**config.mk**
```make
export PLATFORM = sky130hd
export DESIGN_NAME = bus_idle_seq
export DESIGN_NICKNAME = d
export VERILOG_FILES = /design/src/rtl/bus_idle_seq.sv
export SDC_FILE = /design/constraint.sdc
export NUM_CORES = 1
export LEC_CHECK = 0
export ABC_AREA = 1
export CAP_MARGIN = 10
export CELL_PAD_IN_SITES_DETAIL_PLACEMENT = 0
export CELL_PAD_IN_SITES_GLOBAL_PLACEMENT = 1
export CORE_AREA = 2 2 59 61
export CTS_CLUSTER_DIAMETER = 60
export CTS_CLUSTER_SIZE = 40
export DETAILED_ROUTE_END_ITERATION = 10
export DIE_AREA = 0 0 61 63
export PLACE_DENSITY_LB_ADDON = 0.1
export SKIP_LAST_GASP = 1
export SLEW_MARGIN = 15
export SYNTH_ARGS = -nofsm -noshare
export SYNTH_HDL_FRONTEND = slang
export SYNTH_SLANG_ARGS = --single-unit
```
**constraint.sdc**
```tcl
create_clock -name clk -period 1.7 [get_ports clk]
set_clock_uncertainty 0.05 [all_clocks]
set_input_delay 0.255 -clock clk [delete_from_list [all_inputs] [get_ports clk]]
set_output_delay 0.255 -clock clk [all_outputs]
set_load 0.005 [all_outputs]
```
**src/rtl/bus_idle_seq.sv**
```systemverilog
module bus_idle_seq #(
  parameter int N_AREAS = 8,
  localparam int AW = $clog2(N_AREAS)
) (
  input  logic               clk,
  input  logic               rst_n,
  input  logic               cfg_we,
  input  logic               cfg_rr_in,
  input  logic               cfg_wr_in,
  input  logic               cfg_dram_in,
  input  logic [N_AREAS-1:0] cfg_slow_in,
  input  logic               req_valid,
  output logic               req_ready,
  input  logic [AW-1:0]      req_area,
  input  logic               req_write,
  input  logic               req_dram,
  output logic [2:0]         bus_state,
  output logic [AW-1:0]      bus_area,
  output logic               rd_o,
  output logic               wr_o
);
  localparam logic [2:0] S_IDLE = 3'd0, S_TI = 3'd1, S_T1 = 3'd2, S_T2 = 3'd3, S_T3 = 3'd4;

  logic               en_rr, en_wr, en_dram;
  logic [N_AREAS-1:0] slow;
  logic [2:0]         st;
  logic [AW-1:0]      cur_area;
  logic               cur_write, cur_dram;
  logic               last_st, accept, need_idle;

  always_ff @(posedge clk or negedge rst_n)
    if (!rst_n) begin
      en_rr <= 1'b1; en_wr <= 1'b1; en_dram <= 1'b1;
      slow  <= '1;
    end else if (cfg_we) begin
      en_rr <= cfg_rr_in; en_wr <= cfg_wr_in; en_dram <= cfg_dram_in;
      slow  <= cfg_slow_in;
    end

  assign last_st   = (st == S_T3) || (st == S_T2 && !slow[cur_area]);
  assign req_ready = (st == S_IDLE) || last_st;
  assign accept    = req_valid && req_ready;

  // history exists only when the new cycle follows a completing one
  assign need_idle = last_st && (
      (en_rr   && !cur_write && !req_write && cur_area != req_area) ||
      (en_wr   && !cur_write &&  req_write) ||
      (en_dram &&  cur_dram  && !req_dram));

  always_ff @(posedge clk or negedge rst_n)
    if (!rst_n) begin
      st        <= S_IDLE;
      cur_area  <= '0;
      cur_write <= 1'b0;
      cur_dram  <= 1'b0;
    end else if (accept) begin
      st        <= need_idle ? S_TI : S_T1;
      cur_area  <= req_area;
      cur_write <= req_write;
      cur_dram  <= req_dram;
    end else begin
      case (st)
        S_TI:    st <= S_T1;
        S_T1:    st <= S_T2;
        S_T2:    st <= slow[cur_area] ? S_T3 : S_IDLE;
        default: st <= S_IDLE;
      endcase
    end

  assign bus_state = st;
  assign bus_area  = cur_area;
  assign rd_o      = !cur_write && (st == S_T1 || st == S_T2 || st == S_T3);
  assign wr_o      =  cur_write && (st == S_T2 || st == S_T3);


  strobe_excl_chk: assert property (@(posedge clk) disable iff (!rst_n) !(rd_o && wr_o));

  ti_quiet_chk: assert property (@(posedge clk) disable iff (!rst_n)
    bus_state == S_TI |-> !rd_o && !wr_o);

  ti_one_chk: assert property (@(posedge clk) disable iff (!rst_n)
    bus_state == S_TI |=> bus_state == S_T1);

  t1_t2_chk: assert property (@(posedge clk) disable iff (!rst_n)
    bus_state == S_T1 |=> bus_state == S_T2 && $stable(bus_area));

  t3_after_t2_chk: assert property (@(posedge clk) disable iff (!rst_n)
    bus_state == S_T3 |-> $past(bus_state) == S_T2);

  no_ti_from_idle_chk: assert property (@(posedge clk) disable iff (!rst_n)
    $past(bus_state) == S_IDLE |-> bus_state != S_TI);

  ready_mid_chk: assert property (@(posedge clk) disable iff (!rst_n)
    (bus_state == S_TI || bus_state == S_T1) |-> !req_ready);
endmodule

```
---- After elaboration in Yosys (flattened, before gate mapping) ----
Index checks and enable logic that the tools add are counted.
word-level totals
  bits in registers ....................... 19
  bits of input ports ..................... 20
  output and inout port bits .............. 9
operators by class
  $lt $le $gt $ge ......................... 1
  eq/ne operators ......................... 5
  mux-type cells .......................... 6
  reduce and logical (&&, ||, !) cells .... 24
operators by type and width
  cell                                                         count
  logical AND 1 bit                                            12
  case mux 3 bit (3 select lines)                              1
  logical OR 1 bit                                             7
  == test 3 x 2 -> 1 bit (second input constant)               2
  2-to-1 mux 3 bit                                             2
  logical NOT 1 bit                                            4
  less-than comparator 3 x 4 -> 1 bit (second input constant)  1
  binary-select mux 1 bit (select 3 bit)                       1
  == test 3 x 1 -> 1 bit (second input constant)               1
  == test 3 bit (second input constant)                        1
  logical NOT 3 bit                                            1
  inequality test 3 bit                                        1
  2-to-1 mux 2 bit                                             1
  2-to-1 mux 1 bit                                             1

---- Depth between registers and ports, before layout ----
  word-level depth ........................ 9
  gate-level depth with buffers ........... 11
  gate-level depth less buffers ........... 11

---- Worst setup path before layout ----
OpenSTA, ideal clock, no wires.
  kind .................................... reg2reg
  from .................................... register cur_area[0] (netlist: bus_area[0])
  to ...................................... register st[0] (netlist: bus_state[0])
  setup time .............................. 65 ps
  arrival time ............................ 1175 ps
  data required time ...................... 1585 ps
  setup slack ............................. 410 ps
  stages on the path, launching flop included .. 10
  cells stage by stage .................... dfrtp_1 > inv_2 > nand2_1 > nand3_1 > nand3_2 > nand2_2 > nand2_4 > a21oi_4 > nand2_1 > nand2_1
on the way
  longest elaborated chain between the ends .. 8
  elaborated cells on any way between the ends .. 14
ends and longest elaborated chain
  what                                                   line    text
  start: declaration                                     27      logic [AW-1:0] cur_area;
  start signal: assignment                               58      cur_area <= req_area;
  binary-select mux 1 bit (select 3 bit)                 40      assign last_st = (st == S_T3) || (st == S_T2 && !slow[cur_area]);
  2-to-1 mux 1 bit (not written as such)                 40
  logical NOT 1 bit                                      40
  logical AND 1 bit                                      40
  logical OR 1 bit                                       40
  logical AND 1 bit or logical OR 1 bit (tied branches)  45, 41
  2-to-1 mux 2 bit or logical AND 1 bit (tied branches)  57, 42
  2-to-1 mux 3 bit *                                     56      end else if (accept) begin
  end signal: assignment                                 57      st <= need_idle ? S_TI : S_T1;
  end signal: assignment                                 65      S_T2: st <= slow[cur_area] ? S_T3 : S_IDLE;
  end: declaration                                       26      logic [2:0] st;
Mark *: on every way between the ends. The rest lies on a longest branch, timed or not. The select of a mux whose other input is x is not followed.
A chain may end at the register's enable or synchronous reset.

---- Final worst setup path ----
  from .................................... register slow[4]
  to ...................................... output req_ready
on the way
  longest elaborated chain between the ends .. 6
ends and longest elaborated chain
  what                                    line  text
  start: declaration                      25    logic [N_AREAS-1:0] slow;
  start signal: assignment                37    slow <= cfg_slow_in;
  binary-select mux 1 bit (select 3 bit)  40
  2-to-1 mux 1 bit (not written as such)  40
  logical NOT 1 bit                       40
  logical AND 1 bit                       40
  logical OR 1 bit                        40
  logical OR 1 bit                        41    assign req_ready = (st == S_IDLE) || last_st;
  end: declaration                        13    output logic req_ready,
Every way passes these cells. The select of a mux whose other input is x is not followed.

==> run metrics <==
status finished with violations; failing checks setup timing; commonest non-fill, non-tap cells in the layout nand2_1, clkdlybuf4s50_1, inv_1; Largest stage delay, worst path 0.54 ns; max-cap violation count 0; DRC Markers 0; clock tree buffer depth 2; area leader, netlist dfstp_2; die height 63 um; cell at the slowest stage of the critical path dfstp_2; Power, Total 2.11 mW; DP Area 1390 um^2; initial antenna violation count 0; die footprint 3840 um^2; fin nets 198; ranking of synthesized cells by area dfstp_2, dfrtp_1, nand2_1; metal2 WL 1.07 mm; max layer used met4; type of the worst setup path reg -> out; final instance area 1510 um^2; Routed WL per cell 10.4 um; DPL Wire Length 1.77 mm; minimum clock period 1.73 ns; endpoints failing setup 1; wire length on met3 129 um; CP cell instances inv_2 -> nand2_1 -> nand3_1 -> nand3_1 -> nand2_2 -> nand2_4 -> nand2_4 -> buf_6; drt first pass iters 4; Pwr Density 1400 nW/um^2; max-slew violation count 0; Max Clk Rate 0.579 GHz; row cnt 21; vias in the first global route 918; crit end category primary output; clk root buf clkbuf_4; Ant. Diodes 0; pin count of the biggest net entering global routing 20; flops & latches, synth 19; DRT antenna net count 0; CP Data Arrival Time 1.42 ns; final worst slack -0.0261 ns; DRT Wirelength 2.32 mm; Placeable Area 3230 um^2; DR iter-0 viols 20; reg2reg start bus_area[0]$_DFFE_PN0P_; gr ovfl total 0; Synth Cell Area 1000 um^2; CTS HTree Levels 1; Total GRT Usage 0.138; gpl congestion 0.842; Mapped Cells 130; Worst Setup SP slow[4]$_DFFE_PN1P_; clock sinks 19; wire length on met1 1.09 mm; unrepaired setup endpoints after global routing true; I/O Pins 29; area delta synth->final 50.6%; IO buf count 28; syn avg cell area 7.70 um^2; Initial Utilization 0.310; Worst-path clk slew 0.11 ns; sequential area share after synthesis 0.489; global-route wire length before repair 4.02 mm; Peak VDD IR 0.585 mV; Cell variety after synth 18; post-synthesis net count 150; share of the clock period used by the worst path 1.02; routed vias 939; leak pwr 0.762 nW; Die Wd 61 um; yosys warns 0; TritonCTS buffer count 3; Worst-Skew Late Latency 0.30 ns; CTS Hold Bufs 0; share of layout cells above drive strength 1 0.316; WP data required 1.39 ns; proportion of netlist area held by the largest area contributor 0.289; Hold WC Path Type in -> async; worst-path fanout max 2; Vias/cell 4.21; Final Hold Vio Count 0; Slew @ Worst Pin 0.245 ns; max_slew headroom 0.836; nature of the critical path startpoint flip-flop; CTS tree done; commonest non-fill, non-tap cell in the layout nand2_1
## flip-flops by register name, indices dropped and copies added (netlist names)
signal / count
slow: 8
bus_area: 3
bus_state: 3
cur_dram: 1
cur_write: 1
en_dram: 1
en_rr: 1
en_wr: 1
## worst max-delay path, delay by kind of cell, from the launching register on
family                 cells  cell delay [ns]
DFF                        1             0.54
and+or+nand+nor            6             0.44
buffers and inverters      2             0.15
## stage by stage
stage / TNS (ns) / std cells / hold WS (ns) / util / setup slack, ns
after global placement: -0.0281 / 210 / 0.413 / 0.431 / -0.0281
after floorplan: 0 / 130 / -0.0906 / - / 0.410
after CTS: -0.275 / 220 / 0.228 / 0.452 / -0.196
after detailed placement: -0.0539 / 210 / 0.415 / 0.431 / -0.0539
final: -0.0261 / 223 / 0.228 / 0.467 / -0.0261
after global routing: -0.208 / 223 / 0.237 / 0.467 / -0.106
## logic make-up after synthesis
family | share of synthesized area
AOI/OAI and AO/OA | 0.0762
buffers and inverters | 0.0862
DFF | 0.489
muxes | 0.0225
and+or+nand+nor | 0.326
## metal layers
metal  GRT usage  vias up
li1            -      488
met1       0.199      425
met2       0.206       22
met3      0.0269        4
met4      0.0408        0
met5           0        -
## timing repair
| item | in CTS | in global routing |
|---|---|---|
| setup buffers | 6 | 3 |
| endpoints found under the setup margin | 4 | 6 |
| resized for setup | 5 | 20 |
| pin swaps | 2 | 9 |
## Yosys cell counts
library cell and count:
dfstp_2 11, nand2_4 2, a21oi_4 1, nor3_1 1
nand3_2 2, nand2_2 2, a21oi_1 3, inv_2 1
nand2_1 53, dfrtp_1 8, inv_1 20, o21ai_0 9
mux2_2 2, nand3_1 7, nor2_4 1, or2_2 1
clkbuf_1 2, nor2_1 4
## report_power, final
group | total, mW | internal (mW) | switching [mW]
sequential | 0.690 | 0.588 | 0.102
combinational | 1.19 | 0.628 | 0.558
clock | 0.234 | 0.0877 | 0.147
## layout make-up
cell class                      instances  area (um^2)
Inverter                               21         78.8
Clock inverter                          1         5.00
Clock buffer                            3         22.5
Fill cell                             342         1720
Tap cell                               46         57.6
Multi-Input combinational cell         88          445
Sequential cell                        19          490
Timing Repair Buffer                   45          408
## final timing paths
kind,end,slack (ns),depth (start not counted)
max,req_ready,-0.03,8
min,bus_area[0]$_DFFE_PN0P_,0.23,2
max reg2reg,cur_dram$_DFFE_PN0P_,0.14,10
min reg2reg,slow[7]$_DFFE_PN1P_,0.44,2
max in group asynchronous,en_dram$_DFFE_PN1P_,1.11,2
min in group clk,slow[0]$_DFFE_PN1P_,0.42,3
No activity file was read; power rests on OpenSTA's default activity.
